$ cat config.mk
export PLATFORM = sky130hd
export DESIGN_NAME = lock_elision_buffer
export DESIGN_NICKNAME = d
export VERILOG_FILES = /design/src/rtl/le_pkg.sv /design/src/rtl/le_read_set.sv /design/src/rtl/le_write_buf.sv /design/src/rtl/lock_elision_buffer.sv
export SDC_FILE = /design/constraint.sdc
export NUM_CORES = 1
export LEC_CHECK = 0
export ABC_AREA = 1
export BUFFER_PORTS_ARGS = -buffer_cell sky130_fd_sc_hd__buf_4
export CAP_MARGIN = 20
export CORE_MARGIN = 2
export CORE_UTILIZATION = 55
export CTS_CLUSTER_SIZE = 24
export DETAILED_ROUTE_END_ITERATION = 10
export GPL_TIMING_DRIVEN = 0
export PLACE_DENSITY = 0.75
export SYNTH_ARGS = -nofsm -noshare
export SYNTH_HDL_FRONTEND = slang
export SYNTH_SLANG_ARGS = --single-unit
$ cat constraint.sdc
create_clock -name clk -period 4.15 [get_ports clk]
set_input_delay 0.2075 -clock clk [delete_from_list [all_inputs] [get_ports clk]]
set_output_delay 0.2075 -clock clk [all_outputs]
set_load 0.02 [all_outputs]
$ cat src/rtl/le_pkg.sv
// Shared types for the lock elision buffer.
// Assumes: hint codes are fixed by the thread interface.
package le_pkg;
    typedef enum logic [1:0] {
        HINT_NONE = 2'b00,
        HINT_ACQ  = 2'b01,
        HINT_REL  = 2'b10
    } hint_e;

    typedef enum logic [2:0] {
        ST_IDLE,   // no elision, plain accesses
        ST_SPEC,   // elided critical section in progress
        ST_RETRY,  // aborted, next acquire is performed visibly
        ST_HELD,   // visible lock held after a retry
        ST_DRAIN   // committing buffered stores to memory
    } state_e;
endpackage

$ cat src/rtl/le_read_set.sv
// Read set: remembers distinct addresses loaded during speculation and
// flags a snooped address that matches one of them.
// Assumes: clear and ins_en are never high together with a useful insert.
module le_read_set #(
    parameter int AW    = 8,
    parameter int DEPTH = 4
) (
    input  logic          clk,
    input  logic          rst_n,
    input  logic          clear,
    input  logic          ins_en,
    input  logic [AW-1:0] ins_addr,
    input  logic [AW-1:0] snp_addr,
    output logic          snp_hit,
    output logic          ovf
);
    localparam int IW = (DEPTH > 1) ? $clog2(DEPTH) : 1;

    logic [AW-1:0]    addr_q [DEPTH];
    logic [DEPTH-1:0] vld_q;
    logic [DEPTH-1:0] ins_match, snp_match;
    logic             present, full;
    logic [IW-1:0]    free_idx;

    // Per-entry comparators.
    for (genvar g = 0; g < DEPTH; g++) begin : g_ent
        assign ins_match[g] = vld_q[g] && (addr_q[g] == ins_addr);
        assign snp_match[g] = vld_q[g] && (addr_q[g] == snp_addr);
    end

    assign present = |ins_match;
    assign full    = &vld_q;
    assign snp_hit = |snp_match;
    assign ovf     = ins_en && !present && full;

    // Lowest free slot.
    always_comb begin
        free_idx = '0;
        for (int i = DEPTH - 1; i >= 0; i--) begin
            if (!vld_q[i]) free_idx = IW'(i);
        end
    end

    // Valid bits: cleared on reset or new section, set on insert.
    always_ff @(posedge clk) begin
        if (!rst_n || clear) vld_q <= '0;
        else if (ins_en && !present && !full) vld_q[free_idx] <= 1'b1;
    end

    // Address storage, written on insert.
    always_ff @(posedge clk) begin
        if (ins_en && !present && !full) addr_q[free_idx] <= ins_addr;
    end

    assert_grow_by_one_R12: assert property (@(posedge clk) disable iff (!rst_n)
        $countones(vld_q) <= $countones($past(vld_q)) + 1);
endmodule

$ cat src/rtl/le_write_buf.sv
// Write buffer: holds speculative stores in first-store order, merges
// repeated stores to one address, forwards data to loads, and drains one
// entry per cycle on commit.
// Assumes: wr_en and dr_pop are not used in the same cycle.
module le_write_buf #(
    parameter int AW    = 8,
    parameter int DW    = 16,
    parameter int DEPTH = 4
) (
    input  logic          clk,
    input  logic          rst_n,
    input  logic          clear,
    input  logic          wr_en,
    input  logic [AW-1:0] wr_addr,
    input  logic [DW-1:0] wr_data,
    input  logic [AW-1:0] lk_addr,
    output logic          lk_hit,
    output logic [DW-1:0] lk_data,
    input  logic [AW-1:0] snp_addr,
    output logic          snp_hit,
    output logic          ovf,
    input  logic          dr_pop,
    output logic          dr_valid,
    output logic [AW-1:0] dr_addr,
    output logic [DW-1:0] dr_data
);
    localparam int IW = (DEPTH > 1) ? $clog2(DEPTH) : 1;
    localparam int CW = $clog2(DEPTH + 1);

    logic [AW-1:0]    addr_q [DEPTH];
    logic [DW-1:0]    data_q [DEPTH];
    logic [CW-1:0]    cnt_q, dr_idx_q;
    logic [DEPTH-1:0] vld, wr_match, lk_match, snp_match;
    logic             wr_hit, full;
    logic [IW-1:0]    wr_idx, alloc_idx, dr_sel;

    // Per-entry occupancy and comparators.
    for (genvar g = 0; g < DEPTH; g++) begin : g_ent
        assign vld[g]       = CW'(g) < cnt_q;
        assign wr_match[g]  = vld[g] && (addr_q[g] == wr_addr);
        assign lk_match[g]  = vld[g] && (addr_q[g] == lk_addr);
        assign snp_match[g] = vld[g] && (addr_q[g] == snp_addr);
    end

    assign full      = (cnt_q == CW'(DEPTH));
    assign wr_hit    = |wr_match;
    assign lk_hit    = |lk_match;
    assign snp_hit   = |snp_match;
    assign ovf       = wr_en && !wr_hit && full;
    assign alloc_idx = cnt_q[IW-1:0];
    assign dr_sel    = dr_idx_q[IW-1:0];
    assign dr_valid  = dr_idx_q < cnt_q;
    assign dr_addr   = addr_q[dr_sel];
    assign dr_data   = data_q[dr_sel];

    // Match encoders for merge index and load forwarding.
    always_comb begin
        wr_idx  = '0;
        lk_data = '0;
        for (int i = 0; i < DEPTH; i++) begin
            if (wr_match[i]) wr_idx = IW'(i);
            if (lk_match[i]) lk_data = data_q[i];
        end
    end

    // Fill and drain pointers.
    always_ff @(posedge clk) begin
        if (!rst_n || clear) begin
            cnt_q    <= '0;
            dr_idx_q <= '0;
        end else begin
            if (wr_en && !wr_hit && !full) cnt_q <= cnt_q + CW'(1);
            if (dr_pop && dr_valid) dr_idx_q <= dr_idx_q + CW'(1);
        end
    end

    // Entry storage: merge on hit, allocate otherwise.
    always_ff @(posedge clk) begin
        if (wr_en && wr_hit) begin
            data_q[wr_idx] <= wr_data;
        end else if (wr_en && !full) begin
            addr_q[alloc_idx] <= wr_addr;
            data_q[alloc_idx] <= wr_data;
        end
    end

    assert_fill_bounded_R12: assert property (@(posedge clk) disable iff (!rst_n)
        cnt_q <= CW'(DEPTH));
    assert_drain_bounded_R5: assert property (@(posedge clk) disable iff (!rst_n)
        dr_idx_q <= cnt_q);
endmodule

$ cat src/rtl/lock_elision_buffer.sv
// Lock elision buffer for one hardware thread.
// Keeps hinted lock stores local, buffers the critical section's stores,
// watches snooped accesses for conflicts and commits or aborts on the
// hinted release.
// Assumes: shared memory reads are combinational on mem_rd_addr; the
// memory side serialises the commit drain against other agents.
module lock_elision_buffer #(
    parameter int AW         = 8,
    parameter int DW         = 16,
    parameter int RSET_DEPTH = 4,
    parameter int WBUF_DEPTH = 4
) (
    input  logic          clk,
    input  logic          rst_n,
    input  logic          elide_en,
    input  logic          req_valid,
    output logic          req_ready,
    input  logic          req_write,
    input  logic [1:0]    req_hint,
    input  logic [AW-1:0] req_addr,
    input  logic [DW-1:0] req_wdata,
    output logic          rsp_valid,
    output logic [DW-1:0] rsp_data,
    output logic [AW-1:0] mem_rd_addr,
    input  logic [DW-1:0] mem_rd_data,
    output logic          mem_wr_en,
    output logic [AW-1:0] mem_wr_addr,
    output logic [DW-1:0] mem_wr_data,
    input  logic          snp_valid,
    input  logic          snp_write,
    input  logic [AW-1:0] snp_addr,
    output logic          spec_active,
    output logic          commit_o,
    output logic          abort_o
);
    import le_pkg::*;

    state_e        state_q;
    logic [AW-1:0] lock_addr_q;
    logic [DW-1:0] lock_new_q, lock_old_q, rsp_data_q;
    logic          doom_q, rsp_valid_q, commit_q, abort_q;

    hint_e         hint;
    logic          fire, ld, st_plain, is_acq, is_rel, spec, lock_hit;
    logic          start_spec, rel_ok, conflict_now, doom_set;
    logic          rs_ins, rs_snp_hit, rs_ovf;
    logic          wb_wr, wb_lk_hit, wb_snp_hit, wb_ovf, wb_dr_valid, wb_dr_pop;
    logic [DW-1:0] wb_lk_data, wb_dr_data;
    logic [AW-1:0] wb_dr_addr;

    // Request decode.
    assign hint       = hint_e'(req_hint);
    assign req_ready  = (state_q != ST_DRAIN);
    assign fire       = req_valid && req_ready;
    assign ld         = fire && !req_write;
    assign st_plain   = fire && req_write && (hint == HINT_NONE);
    assign is_acq     = fire && req_write && (hint == HINT_ACQ);
    assign is_rel     = fire && req_write && (hint == HINT_REL);
    assign spec       = (state_q == ST_SPEC);
    assign lock_hit   = (req_addr == lock_addr_q);
    assign start_spec = (state_q == ST_IDLE) && is_acq && elide_en;

    // Conflict and capacity detection while speculative.
    assign conflict_now = spec && snp_valid &&
        (snp_write ? (rs_snp_hit || wb_snp_hit || (snp_addr == lock_addr_q))
                   : wb_snp_hit);
    assign doom_set = conflict_now || rs_ovf || wb_ovf || (spec && st_plain && lock_hit);
    assign rel_ok   = !doom_q && !doom_set && lock_hit && (req_wdata == lock_old_q);

    assign rs_ins    = spec && ld && !lock_hit && !wb_lk_hit;
    assign wb_wr     = spec && st_plain && !lock_hit;
    assign wb_dr_pop = (state_q == ST_DRAIN);

    le_read_set #(.AW(AW), .DEPTH(RSET_DEPTH)) u_rset (
        .clk(clk), .rst_n(rst_n), .clear(start_spec),
        .ins_en(rs_ins), .ins_addr(req_addr),
        .snp_addr(snp_addr), .snp_hit(rs_snp_hit), .ovf(rs_ovf)
    );

    le_write_buf #(.AW(AW), .DW(DW), .DEPTH(WBUF_DEPTH)) u_wbuf (
        .clk(clk), .rst_n(rst_n), .clear(start_spec),
        .wr_en(wb_wr), .wr_addr(req_addr), .wr_data(req_wdata),
        .lk_addr(req_addr), .lk_hit(wb_lk_hit), .lk_data(wb_lk_data),
        .snp_addr(snp_addr), .snp_hit(wb_snp_hit), .ovf(wb_ovf),
        .dr_pop(wb_dr_pop), .dr_valid(wb_dr_valid),
        .dr_addr(wb_dr_addr), .dr_data(wb_dr_data)
    );

    // Shared memory port: drain, suppressed, or pass-through stores.
    always_comb begin
        mem_wr_en   = 1'b0;
        mem_wr_addr = req_addr;
        mem_wr_data = req_wdata;
        if (state_q == ST_DRAIN) begin
            mem_wr_en   = wb_dr_valid;
            mem_wr_addr = wb_dr_addr;
            mem_wr_data = wb_dr_data;
        end else if (!spec) begin
            mem_wr_en = fire && req_write && !start_spec;
        end
    end
    assign mem_rd_addr = req_addr;

    // Section control state and pulses.
    always_ff @(posedge clk) begin
        if (!rst_n) begin
            state_q  <= ST_IDLE;
            doom_q   <= 1'b0;
            commit_q <= 1'b0;
            abort_q  <= 1'b0;
        end else begin
            commit_q <= 1'b0;
            abort_q  <= 1'b0;
            unique case (state_q)
                ST_IDLE:  if (start_spec) begin
                              state_q <= ST_SPEC;
                              doom_q  <= 1'b0;
                          end
                ST_SPEC:  if (is_acq || (is_rel && !rel_ok)) begin
                              state_q <= ST_RETRY;
                              abort_q <= 1'b1;
                          end else if (is_rel) begin
                              state_q  <= wb_dr_valid ? ST_DRAIN : ST_IDLE;
                              commit_q <= 1'b1;
                          end else if (doom_set) begin
                              doom_q <= 1'b1;
                          end
                ST_RETRY: if (is_acq) state_q <= ST_HELD;
                ST_HELD:  if (is_rel) state_q <= ST_IDLE;
                ST_DRAIN: if (!wb_dr_valid) state_q <= ST_IDLE;
                default:  state_q <= ST_IDLE;
            endcase
        end
    end

    // Lock word record captured at the eliding acquire.
    always_ff @(posedge clk) begin
        if (start_spec) begin
            lock_addr_q <= req_addr;
            lock_new_q  <= req_wdata;
            lock_old_q  <= mem_rd_data;
        end
    end

    // Load response with local view of lock word and buffered stores.
    always_ff @(posedge clk) begin
        if (!rst_n) rsp_valid_q <= 1'b0;
        else        rsp_valid_q <= ld;
        if (ld) begin
            if (spec && lock_hit)       rsp_data_q <= lock_new_q;
            else if (spec && wb_lk_hit) rsp_data_q <= wb_lk_data;
            else                        rsp_data_q <= mem_rd_data;
        end
    end

    assign rsp_valid   = rsp_valid_q;
    assign rsp_data    = rsp_data_q;
    assign spec_active = spec;
    assign commit_o    = commit_q;
    assign abort_o     = abort_q;

    assert_no_global_write_in_spec_R2: assert property (@(posedge clk) disable iff (!rst_n)
        spec_active |-> !mem_wr_en);
    assert_abort_enters_retry_R6: assert property (@(posedge clk) disable iff (!rst_n)
        abort_o |-> (state_q == ST_RETRY));
    assert_commit_excl_abort_R5: assert property (@(posedge clk) disable iff (!rst_n)
        !(commit_o && abort_o));
    assert_drain_stalls_R5: assert property (@(posedge clk) disable iff (!rst_n)
        (state_q == ST_DRAIN) |-> !req_ready);
    assert_disabled_no_spec_R11: assert property (@(posedge clk) disable iff (!rst_n)
        (!elide_en && state_q == ST_IDLE) |=> !spec_active);
    assert_second_acq_aborts_R9: assert property (@(posedge clk) disable iff (!rst_n)
        (spec_active && is_acq) |=> abort_o);
endmodule

; Yosys cells after proc, flatten, opt, wreduce, memory -nomap -nowiden
; Memories as Yosys holds them, arrays and structs flattened. A register that Yosys moved wholly into a read port is not among the register bits.
; Cells that the tools add are included.
[classes]
n_bitwise = 3
mux = 49
div_mod_pow = 0
shift = 0
n_addsub = 2
n_eq_ne = 35
order_cmp = 7
n_mul = 0
reduce_logical = 80
[ops]
columns = cell, n
row1 = $eq A8 B8 Y1, 18
row2 = $mux W16, 8
row3 = $logic_and A1 B1 Y1, 49
row4 = $mux W2, 11
row5 = $mux W3, 7
row6 = $mux W1, 19
row7 = $eq A16 B16 Y1, 1
row8 = $reduce_or A16 Y1, 1
row9 = $reduce_or A4 Y1, 4
row10 = $pmux W3 S5, 1
row11 = $ne A2 B2 Y1 const B, 6
row12 = $logic_not A1 Y1, 11
row13 = $reduce_and A5 Y1, 2
row14 = $mux W8, 1
row15 = $logic_or A1 B1 Y1, 7
row16 = $add A3 B1 Y3 const B, 2
row17 = $eq A3 B2 Y1 const B, 2
row18 = $eq A3 B3 Y1 const B, 2
row19 = $lt A1 B3 Y1 const A, 2
row20 = $lt A2 B3 Y1 const A, 2
row21 = $or A4 B4 Y4, 1
row22 = $reduce_and A4 Y1, 1
row23 = $eq A3 B1 Y1 const B, 1
row24 = $logic_not A3 Y1, 1
row25 = 15 further kinds, 16
[word_totals]
output_inout_bits = 54
mem_count = 3
wordCells = 191
ff_bits = 73
rom_bits = 0
latchBits = 0
ramBits = 128
in_bits = 57
[memory_table]
columns = name, depth, word_bits, read_ports, rd_ports_with_merged_regs, write_ports, line
row1 = u_wbuf.data_q, 4, 16, 5, 1, 1, le_write_buf.sv:31  ; logic [DW-1:0] data_q [DEPTH];
row2 = u_rset.addr_q, 4, 8, 4, 0, 1, le_read_set.sv:19  ; logic [AW-1:0] addr_q [DEPTH];
row3 = u_wbuf.addr_q, 4, 8, 5, 1, 1, le_write_buf.sv:30  ; logic [AW-1:0] addr_q [DEPTH];

; Depth between registers and ports, before layout
; Gate-level depths: netlist of the first run.
[logic_depth]
depth_word = 20
ltp_mapped = 20
ltp_nobuf = 19

; Cells and area by module
; Synthesis of the first run repeated with hierarchy kept, for this count alone.
[hier_totals]
cells_unflattened = 1462
hier_area_um2 = 12017.8
[modules_own_cells]
columns = module, cells_each, seq_area_each_um2, area_per_inst_um2, instances
row1 = le_write_buf, 827, 3042.9, 6581.3, 1
row2 = lock_elision_buffer, 393, 1821.7, 3363.2, 1
row3 = le_read_set, 242, 1041.0, 2073.2, 1

; Worst setup path before layout of the first run
; Ideal clock, no wire load.
[synth_path]
path_type = register to register
startpoint = register state_q[1]
endpoint = memory u_rset.addr_q[3][0], enable pin
setup_time_ns = 0.398
period_less_slack_ns = 2.978
stages_incl_launch_ff = 11
slack_ns = 1.172
required_time_ns = 3.752
arrival_ns = 2.580
path_buffers = 0
path_cell_list = dfxtp_1 inv_2 nand3_2 nand3_1 inv_1 nand2_1 inv_1 nand3_1 nor2_1 nand2_1 nor4_1
[synth_via]
elab_chain_len = 10
elab_cells_between_ends = 11
classes_between = 2 x eq/ne / 2 x mux / 7 x reduce/logical
[synth_rtl]
columns = item, line
row1 = "start, declared", lock_elision_buffer.sv:38  ; state_e state_q;
row2 = "start signal, assigned", lock_elision_buffer.sv:123  ; state_q <= wb_dr_valid ? ST_DRAIN : ST_IDLE;
row3 = $ne A3 B3 Y1, lock_elision_buffer.sv:53  ; assign req_ready = (state_q != ST_DRAIN);
row4 = named net req_ready, lock_elision_buffer.sv:17  ; output logic req_ready,
row5 = $logic_and A1 B1 Y1, lock_elision_buffer.sv:54  ; assign fire = req_valid && req_ready;
row6 = $logic_and A1 B1 Y1, lock_elision_buffer.sv:55  ; assign ld = fire && !req_write;
row7 = named net ld, lock_elision_buffer.sv:44  ; logic fire, ld, st_plain, is_acq, is_rel, spec, lock_hit;
row8 = $logic_and A1 B1 Y1 (3 in a row), lock_elision_buffer.sv:70  ; assign rs_ins = spec && ld && !lock_hit && !wb_lk_hit;
row9 = $logic_and A1 B1 Y1 (2 in a row), le_read_set.sv:52  ; if (ins_en && !present && !full) addr_q[free_idx] <= ins_addr;
row10 = $mux W1, le_read_set.sv:52
row11 = $mux W1 (not written as such), le_read_set.sv:52
row12 = "end, declared", le_read_set.sv:19
; The timed path passes the listed nets, and every way through them passes these cells.

; Worst setup path after layout of the first run
[layout_path]
startpoint = input port req_addr[7]
endpoint = memory u_wbuf.data_q[0][8], enable pin
[layout_via]
elab_chain_len = 9
elab_cells_between_ends = 25
classes_between = 5 x eq/ne / 10 x mux / 10 x reduce/logical
[layout_rtl]
columns = item, line
row1 = "start, declared", lock_elision_buffer.sv:20  ; input logic [AW-1:0] req_addr,
row2 = $eq A8 B8 Y1, lock_elision_buffer.sv:60  ; assign lock_hit = (req_addr == lock_addr_q);
row3 = $logic_not A1 Y1, lock_elision_buffer.sv:71  ; assign wb_wr = spec && st_plain && !lock_hit;
row4 = $logic_and A1 B1 Y1, lock_elision_buffer.sv:71
row5 = $logic_and A1 B1 Y1, le_write_buf.sv:81  ; end else if (wr_en && !full) begin
row6 = $mux W1, le_write_buf.sv:81
row7 = $mux W1, le_write_buf.sv:79  ; if (wr_en && wr_hit) begin
row8 = $mux W1 (not written as such), le_write_buf.sv:83  ; data_q[alloc_idx] <= wr_data;
row9 = $reduce_or A16 Y1 (no source line), n/a
row10 = $mux W2 (no source line) / $mux W1 (equally long branches), n/a
row11 = "end, declared", le_write_buf.sv:31
; Parallel ways exist; a longest one is shown, timed or not.

==> flow_metrics.env, run 1 <==
export IMPL_design_area_sq_mm=0.0133
export IMPL_grt_pass1_vias=9128
export IMPL_drtAntennaViolNets=0
export IMPL_antenna_found_initial=0
export IMPL_worstSetupPathType="input port to flip-flop"
export IMPL_fillers=1547
export IMPL_path_buf_inv=6
export IMPL_nNetsFinal=1477
export IMPL_layout_commonest_cell="nand2_1"
export IMPL_cp_max_fo=16
export IMPL_syn_num_nets=1303
export IMPL_hpwl_microns=23900
export IMPL_place_area_sq_mm=0.0122
export IMPL_synth_cell_area_sq_mm=0.0110
export IMPL_hp_class="input port to flip-flop"
export IMPL_setup_violations=0
export IMPL_critPathCaptureType="flip-flop"
export IMPL_routabilityCongestion=0.930
export IMPL_cts_buffer_depth=3
export IMPL_synth_cell_types=48
export IMPL_via_per_inst=5.81
export IMPL_cap_violations=0
export IMPL_status="finished, final reports clean"
export IMPL_tns_ps=0
export IMPL_relSlewSlack=0.302
export IMPL_most_common_layout_cells="nand2_1, edfxtp_1, nor2_1"
export IMPL_dr_pass1_iters=5
export IMPL_start_util=0.562
export IMPL_post_drt_wl_per_cell_microns=19.9
export IMPL_p_per_area_mw_per_mm2=390
export IMPL_cts_tree="built"
export IMPL_dr_first_iter_drc_count=1161
export IMPL_cp_cell_sequence="dlygate4sd3_1 > buf_4 > buf_4 > inv_2 > nand2_1 > and2_1 > nand3_1 > nor2_2 > nand2_1 > nand2_2 > nor2_4 > nand2_2 > inv_2 > a21oi_1 > inv_1 > nor2_2"
export IMPL_grt_max_degree=43
export IMPL_p_seq_frac=0.444
export IMPL_rows=51
export IMPL_cp_required_ps=4290
export IMPL_p_clk_frac=0.387
export IMPL_cts_resized=0
export IMPL_die_area_sq_mm=0.0211
export IMPL_critPathLaunchType="input port"
export IMPL_wirelength_microns=33700
export IMPL_cts_setup_buffers=0
export IMPL_slowest_delay_ps=800
export IMPL_path_delay_family="simple AND/OR/NAND/NOR gates"
export IMPL_synth_flop_cell="edfxtp_1"
export IMPL_grtUsageTotal=0.310
export IMPL_p_int_mw=3.77
export IMPL_critPathArrivalTime_ps=3900
export IMPL_worstMarginPinSlew_ps=1040
export IMPL_period_minus_slack_ps=3760
export IMPL_vdd_drop_max_v=0.000341
export IMPL_slowest_stage="nor2_2"
export IMPL_avgSynthCellArea_sq_um=8.85
export IMPL_pin_count=111
export IMPL_power_mw=5.20
export IMPL_syn2layout_area_growth_pct=21.4
export IMPL_yosys_warnings=0
export IMPL_clock_skew_ps=16.5
export IMPL_final_max_slew_viol_count=0
export IMPL_combPwrFrac=0.169
export IMPL_switching_share=0.274
export IMPL_cts_buffers=23
export IMPL_htreeDepth=1
export IMPL_rsz0062_at_grt="no"
export IMPL_die_w_microns=145
export IMPL_power_switching_mw=1.43
export IMPL_port_buffer_count=104
export IMPL_p_leak_nw=5.26
export IMPL_hold_worst_slack_ps=2.05
export IMPL_grt_pass1_wl_microns=50700
export IMPL_finalHoldViolations=0
export IMPL_synth_edf_count=184
export IMPL_synth_seq_cells=203
export IMPL_clock_sinks=203
export IMPL_fin_crit_sh=0.906
export IMPL_cts_root_buf="clkbuf_16"
export IMPL_drc=0
export IMPL_fmax_mhz=266
export IMPL_overflow=0
export IMPL_n_antenna_cell=0
export IMPL_drive_gt1_frac=0.157
export IMPL_cts_clk_slew_worst_paths_ps=60
export IMPL_coreArea_sq_mm=0.0195
export IMPL_yosysSeqAreaShare=0.538
export IMPL_vias=9842
export IMPL_clock_latency_ps=530
export IMPL_syn_inst=1239
export IMPL_die_h_microns=145
export IMPL_synthArstFlopShare=0
export IMPL_cts_hold_buffers_added=41
registers in the layout (all words and copies together) (netlist names), named ones only:
| name | flops |
|---|---|
| u_wbuf.data_q | 64 |
| u_rset.addr_q | 32 |
| u_wbuf.addr_q | 32 |
| lock_new_q | 16 |
| lock_old_q | 16 |
| rsp_data | 16 |
| lock_addr_q | 8 |
| u_rset.vld_q | 4 |
| state_q | 3 |
| u_wbuf.cnt_q | 3 |
| u_wbuf.dr_idx_q | 3 |
| abort_o | 1 |
| commit_o | 1 |
| doom_q | 1 |
| rsp_valid | 1 |
metrics by stage:
step	utilization	std cells	setup slack, ps
after CTS	0.682	1695	513
after detailed placement	0.622	1612	550
after global routing	0.682	1695	120
after global placement	0.619	1608	222
after floorplan	-	1239	1170
final	0.682	1695	391
synth_stat cells (all sizes together), types with 18 or more instances:
cell type / count / share of area
o22ai: 19 / 0.011
o211ai: 25 / 0.017
a21oi: 90 / 0.041
xnor2: 18 / 0.014
xor2: 32 / 0.026
inv: 140 / 0.048
dfxtp: 19 / 0.035
clkbuf: 23 / 0.0079
nand2: 264 / 0.092
nor2: 167 / 0.063
o21ai: 89 / 0.041
nand3: 48 / 0.024
a31oi: 30 / 0.017
buf: 33 / 0.020
edfxtp: 184 / 0.50
cells by family (layout without fill, tap and decap cells):
| logic type | Yosys count | in the layout | share of synthesized area |
|---|---|---|---|
| simple gates | 521 | 521 | 0.204 |
| compound gates | 261 | 261 | 0.134 |
| flops | 203 | 203 | 0.538 |
| buf+inv | 197 | 388 | 0.0760 |
| xor+xnor | 50 | 50 | 0.0399 |
| fa+ha+maj | 7 | 7 | 0.00798 |
cell type report:
type	instances	area [sq um]	area share
well taps	265	332	0.0249
inverters	141	529	0.0398
plain buffers	56	304	0.0228
repair buffers	149	1240	0.0934
flip-flops and latches	203	5910	0.444
clock buffers	32	659	0.0495
clock inverters	10	92.6	0.00695
multi-input cells	839	4250	0.319
power groups by stage:
stage               logic, mW  clock network [mW]  registers, mW
finish                  0.877                2.01           2.31
global route            0.931                2.09           2.31
CTS                     0.865                2.01           2.31
detailed placement      0.830                   0           2.35
global placement        0.819                   0           2.35
floorplan               0.450                   0           2.36
per-layer routing:
layer / up-vias / track usage / wire [microns]
met5: - / 0 / 0
met4: 0 / 0.0882 / 845
met3: 70 / 0.0821 / 4630
met2: 647 / 0.464 / 14800
met1: 4563 / 0.446 / 13400
li1: 4562 / - / -
worst register-to-register path, delay by kind of cell (launching register included):
kind / cells / cell delay [ps]
flops: 1 / 480
compound gates: 2 / 460
simple gates: 7 / 1990
buf+inv: 3 / 330
final timing paths:
| kind | from | endpoint | slack, ps | cells after the start |
|---|---|---|---|---|
| setup / recovery | req_addr[7] | u_wbuf.data_q[0][8] | 390 | 16 |
| setup reg to reg | u_wbuf.cnt_q[2] | u_wbuf.data_q[0][8] | 470 | 12 |
| hold / removal | req_addr[3] | u_wbuf.addr_q[2][3] | 2 | 1 |
| hold reg to reg | u_wbuf.dr_idx_q[1] | u_wbuf.dr_idx_q[1] | 520 | 2 |
(Power assumes the default switching activity.)
==> inputs of run 2 (changes only) <==
--- a/config.mk
+++ b/config.mk
@@ -6,14 +6,13 @@
 export NUM_CORES = 1
 export LEC_CHECK = 0
 export ABC_AREA = 1
-export BUFFER_PORTS_ARGS = -buffer_cell sky130_fd_sc_hd__buf_4
+export BUFFER_PORTS_ARGS = -buffer_cell sky130_fd_sc_hd__buf_2
 export CAP_MARGIN = 20
 export CORE_MARGIN = 2
-export CORE_UTILIZATION = 55
+export CORE_UTILIZATION = 24
 export CTS_CLUSTER_SIZE = 24
 export DETAILED_ROUTE_END_ITERATION = 10
 export GPL_TIMING_DRIVEN = 0
-export PLACE_DENSITY = 0.75
 export SYNTH_ARGS = -nofsm -noshare
 export SYNTH_HDL_FRONTEND = slang
 export SYNTH_SLANG_ARGS = --single-unit
==> run 2 against run 1 <==
  * Sequential share of layout area shrank 0.19 points
  * Sequential power is essentially flat
  * Fmax grew 6.7%
==> flow_metrics.env, run 2 (synthesized netlist as in run 1, its figures left out) <==
export IMPL_htreeDepth=1
export IMPL_p_clk_frac=0.383
export IMPL_combPwrFrac=0.168
export IMPL_start_util=0.242
export IMPL_rows=78
export IMPL_cts_buffer_depth=3
export IMPL_cts_tree="built"
export IMPL_port_buffer_count=104
export IMPL_pin_count=111
export IMPL_clock_skew_ps=28.0
export IMPL_grt_max_degree=43
export IMPL_hp_class="input port to flip-flop"
export IMPL_drc=0
export IMPL_critPathLaunchType="flip-flop"
export IMPL_p_seq_frac=0.450
export IMPL_period_minus_slack_ps=3520
export IMPL_vias=9765
export IMPL_drive_gt1_frac=0.157
export IMPL_cts_root_buf="clkbuf_16"
export IMPL_design_area_sq_mm=0.0134
export IMPL_grt_pass1_wl_microns=59000
export IMPL_syn2layout_area_growth_pct=21.9
export IMPL_cts_buffers=23
export IMPL_clock_latency_ps=550
export IMPL_fin_util=0.295
export IMPL_most_common_layout_cells="nand2_1, edfxtp_1, nor2_1"
export IMPL_routabilityCongestion=0.934
export IMPL_critPathArrivalTime_ps=3770
export IMPL_dr_pass1_iters=6
export IMPL_die_h_microns=218
export IMPL_grt_pass1_vias=9375
export IMPL_cts_setup_buffers=0
export IMPL_setup_violations=0
export IMPL_largest_reg_flops=64
export IMPL_overflow=0
export IMPL_cap_violations=0
export IMPL_cts_resized=0
export IMPL_switching_share=0.296
export IMPL_clock_sinks=203
export IMPL_die_w_microns=218
export IMPL_power_mw=5.13
export IMPL_grtUsageTotal=0.166
export IMPL_worstMarginPinSlew_ps=1100
export IMPL_regMostFlops="u_wbuf.data_q"
export IMPL_p_per_area_mw_per_mm2=383
export IMPL_rsz0062_at_grt="no"
export IMPL_vdd_drop_max_v=0.000263
export IMPL_dpl_worst_slack_ps=595
export IMPL_cp_required_ps=4400
export IMPL_nNetsFinal=1471
export IMPL_cts_clk_slew_worst_paths_ps=60
export IMPL_p_leak_nw=5.13
export IMPL_fin_crit_sh=0.849
export IMPL_relSlewSlack=0.265
export IMPL_p_int_mw=3.61
export IMPL_fmax_mhz=284
export IMPL_cp_max_fo=17
export IMPL_wirelength_microns=40200
export IMPL_status="finished, final reports clean"
export IMPL_post_drt_wl_per_cell_microns=19.9
export IMPL_n_antenna_cell=0
export IMPL_hpwl_microns=28100
export IMPL_critPathCaptureType="flip-flop"
export IMPL_die_area_sq_mm=0.0474
export IMPL_place_area_sq_mm=0.0123
export IMPL_layout_commonest_cell="nand2_1"
export IMPL_power_switching_mw=1.52
export IMPL_via_per_inst=4.83
export IMPL_final_max_slew_viol_count=0
export IMPL_dr_first_iter_drc_count=1021
export IMPL_reg_largest_list="u_wbuf.data_q: 64 flops, u_rset.addr_q: 32 flops, u_wbuf.addr_q: 32 flops"
export IMPL_hold_worst_slack_ps=32.1
export IMPL_finalHoldViolations=0
export IMPL_coreArea_sq_mm=0.0453
export IMPL_worstSetupPathType="flip-flop to flip-flop"
export IMPL_layout_setup_ws_ps=628
export IMPL_antenna_found_initial=1
export IMPL_drtAntennaViolNets=0
run 2: cell count changes in the layout (fill, tap and decap cells not counted), moves of 5 or more:
cell,before,now
buf_2,15,119
buf_4,117,13
dlygate4sd3_1,41,34
clkbuf_8,5,0
run 2: path summary, 6_finish.rpt:
path | from | endpoint | slack, ps | cells past startpoint
worst max register to register | state_q[1] | u_rset.addr_q[3][0] | 630 | 11
worst min register to register | u_wbuf.dr_idx_q[1] | u_wbuf.dr_idx_q[1] | 520 | 2
worst min-delay path | req_valid | rsp_valid | 30 | 3
worst max-delay path | state_q[1] | u_rset.addr_q[3][0] | 630 | 11
run 2: power groups by stage:
stage | Sequential [mW] | Combinational (mW) | Clock (mW)
after CTS | 2.30 | 0.858 | 1.99
after floorplan | 2.36 | 0.450 | 0
after global routing | 2.31 | 0.925 | 2.06
after global placement | 2.35 | 0.826 | 0
final | 2.30 | 0.859 | 1.96
after detailed placement | 2.35 | 0.830 | 0
run 2: cell type report:
class / count / area, sq um
Clock inverter: 12 / 103
Sequential cell: 203 / 5910
Fill cell: 4784 / 31900
Buffer: 56 / 304
Multi-Input combinational cell: 839 / 4250
Clock buffer: 28 / 594
Timing Repair Buffer: 143 / 937
Inverter: 141 / 529
Tap cell: 600 / 751
run 2: metrics by stage:
stage	instances	setup TNS, ps
floorplan	1239	0
global placement	1943	-1690
detailed placement	1948	0
CTS	2022	0
global route	2022	0
finish	2022	0
run 2: per-layer routing:
layer	global-route usage	up-vias	part of all wire
li1	-	4550	-
met1	0.221	4670	0.42
met2	0.273	460	0.47
met3	0.0230	85	0.075
met4	0.0662	0	0.034
met5	0	-	0
run 2: worst max-delay path: stages, from the launching register on:
cell     delay (ps)
dfxtp_1         470
inv_2            80
nand3_2         280
nand3_1         220
inv_1           700
nand2_1         110
inv_1           170
nand3_1         120
nor2_1          190
nand2_1         150
nor4_2          470
buf_4           250
run 2: what timing repair did:
item,CTS,global route
setup endpoints to repair,0,0
endpoints found under the hold margin,101,0
hold buffers,34,0
==> inputs of run 3 (changes only) <==
==> constraint.sdc (replaced) <==
create_clock -name clk -period 3.4 [get_ports clk]
set_input_delay 0.17 -clock clk [delete_from_list [all_inputs] [get_ports clk]]
set_output_delay 0.17 -clock clk [all_outputs]
set_load 0.02 [all_outputs]
==> run 3 against run 2 <==
  * Global-route usage unchanged
  * Register-to-register slack got worse by 440 ps
  * Via count decreased by 0.46%
  * Largest cell class unchanged
  * Combinational power rose by 22%
  * Sequential share of layout area down 0.11 points
  * Worst hold slack better by 13 ps
==> flow_metrics.env, run 3 (synthesized netlist as in run 1, its figures left out) <==
export IMPL_nNetsFinal=1473
export IMPL_power_mw=6.25
export IMPL_clock_skew_ps=27.8
export IMPL_fin_util=0.296
export IMPL_drtAntennaViolNets=0
export IMPL_via_per_inst=4.80
export IMPL_rr_startpoint="u_wbuf.cnt_q[1]"
export IMPL_clock_latency_ps=550
export IMPL_rsz0062_at_grt="yes"
export IMPL_hold_worst_slack_ps=45.1
export IMPL_p_leak_nw=5.13
export IMPL_fin_crit_sh=0.946
export IMPL_tns_ps=0
export IMPL_routabilityCongestion=0.934
export IMPL_overflow=0
export IMPL_worstSetupPathType="flip-flop to flip-flop"
export IMPL_worstMarginPinSlew_ps=996
export IMPL_critPathMostFrequentCell="nand2_1"
export IMPL_rows=78
export IMPL_r2r_end="u_wbuf.data_q[2][10]"
export IMPL_path_delay_family="simple AND/OR/NAND/NOR gates"
export IMPL_critPathArrivalTime_ps=3470
export IMPL_layout_setup_ws_ps=184
export IMPL_syn2layout_area_growth_pct=22.2
export IMPL_coreArea_sq_mm=0.0453
export IMPL_regMostFlops="u_wbuf.data_q"
export IMPL_min_delay_start="req_hint[1]"
export IMPL_cp_required_ps=3660
export IMPL_setup_violations=0
export IMPL_wl_met2_microns=18800
export IMPL_min_to="commit_o"
export IMPL_critPathCaptureType="flip-flop"
export IMPL_grt_max_degree=43
export IMPL_post_drt_wl_per_cell_microns=19.8
export IMPL_dpl_worst_slack_ps=-155
export IMPL_port_buffer_count=104
export IMPL_finalHoldViolations=0
export IMPL_cts_tree="built"
export IMPL_fmax_mhz=311
export IMPL_final_max_slew_viol_count=0
export IMPL_cp_cell_sequence="nor2_1 > nand2_1 > nand2_1 > nor2_1 > nand2_1 > nor2_2 > inv_2 > nand2_2 > nor2_4 > nand2_2 > inv_2 > nand2_1 > nand2_1 > nand2_1 > nor2_2 > buf_6"
export IMPL_hp_class="input port to flip-flop"
export IMPL_grt_pass1_vias=9375
export IMPL_dr_first_iter_drc_count=1071
export IMPL_top_layer="met4"
export IMPL_drive_gt1_frac=0.159
export IMPL_die_area_sq_mm=0.0474
export IMPL_period_minus_slack_ps=3220
export IMPL_min_delay_path_depth=5
export IMPL_wl_met3_microns=2990
export IMPL_regToRegSetupSlack_ps=180
export IMPL_antenna_found_initial=1
export IMPL_cts_root_buf="clkbuf_16"
export IMPL_cap_violations=0
export IMPL_status="finished, final reports clean"
export IMPL_n_antenna_cell=0
export IMPL_hpwl_microns=28100
export IMPL_regArea_sq_mm=0.00591
export IMPL_vias=9720
export IMPL_critPathLaunchType="flip-flop"
export IMPL_vdd_drop_max_v=0.000319
export IMPL_reg_largest_list="u_wbuf.data_q: 64 flops, u_rset.addr_q: 32 flops, u_wbuf.addr_q: 32 flops"
export IMPL_grt_pass1_wl_microns=59000
export IMPL_pin_count=111
export IMPL_die_h_microns=218
export IMPL_cp_max_fo=9
export IMPL_reg2regPathDepth=16
export IMPL_path_buf_inv=3
export IMPL_cts_buffers=23
export IMPL_fillers=4786
export IMPL_grtUsageTotal=0.166
export IMPL_m1WireLength_microns=16900
export IMPL_p_per_area_mw_per_mm2=466
export IMPL_multi_input_area_sq_mm=0.00426
export IMPL_wirelength_microns=40000
export IMPL_die_w_microns=218
export IMPL_dr_pass1_iters=5
export IMPL_htreeDepth=1
export IMPL_clock_sinks=203
export IMPL_cts_clk_slew_worst_paths_ps=70
export IMPL_most_common_layout_cells="nand2_1, edfxtp_1, nor2_1"
export IMPL_layout_commonest_cell="nand2_1"
export IMPL_relSlewSlack=0.334
export IMPL_slowest_delay_ps=460
export IMPL_drc=0
export IMPL_largest_reg_flops=64
export IMPL_slowest_stage="nor2_2"
export IMPL_cts_buffer_depth=3
export IMPL_start_util=0.242
-- run 3: cell types whose count changed in the layout (fill, tap and decap cells not counted), sizes merged --
cell      change
buf           +2
inv           -1
clkinvlp      +1
-- run 3: worst min-delay path: cells and delay by family --
| kind | cells | cell delay [ps] |
|---|---|---|
| buffers and inverters | 3 | 260 |
| and+or+nand+nor | 2 | 120 |
-- run 3: layer usage --
| metal | up-vias | global-route usage |
|---|---|---|
| met5 | - | 0 |
| met4 | 0 | 0.0662 |
| met3 | 81 | 0.0230 |
| met2 | 450 | 0.273 |
| met1 | 4636 | 0.221 |
| li1 | 4553 | - |
-- run 3: how the worst max path moves through the flow --
stage / startpoint / to / slack [ps] / depth (start not counted)
2_1_floorplan: state_q[1] / u_rset.addr_q[3][0] / 420 / 10
3_3_place_gp: state_q[1] / u_rset.addr_q[3][0] / -810 / 10
3_5_place_dp: state_q[1] / u_rset.addr_q[3][1] / -160 / 11
4_1_cts: state_q[1] / u_rset.addr_q[3][1] / 50 / 11
5_1_grt: state_q[1] / u_wbuf.data_q[2][9] / -0.6 / 13
6_report: u_wbuf.cnt_q[1] / u_wbuf.data_q[2][10] / 180 / 16
-- run 3: repair_timing --
action	CTS	global route
resized for setup	2	2
setup endpoints to repair	26	27
hold buffers	34	0
cloned	0	0
endpoints found under the hold margin	102	0
setup buffers	0	2
-- run 3: power breakdown --
group	switching [mW]	internal (mW)
registers	0.0319	2.78
logic	0.755	0.299
clock network	1.06	1.33
total	1.85	4.41
-- run 3: layout make-up --
cell class	instances	area share
plain buffers	56	0.0227
multi-input cells	839	0.318
well taps	600	0.0560
clock inverters	12	0.00765
flip-flops and latches	203	0.441
repair buffers	145	0.0710
inverters	141	0.0400
clock buffers	28	0.0443
-- run 3: stage by stage --
step,instances,instance area (sq um)
6_report,2024,13400
5_1_grt,2024,13400
4_1_cts,2022,13400
3_5_place_dp,1948,12300
3_3_place_gp,1943,12200
2_1_floorplan,1239,11000
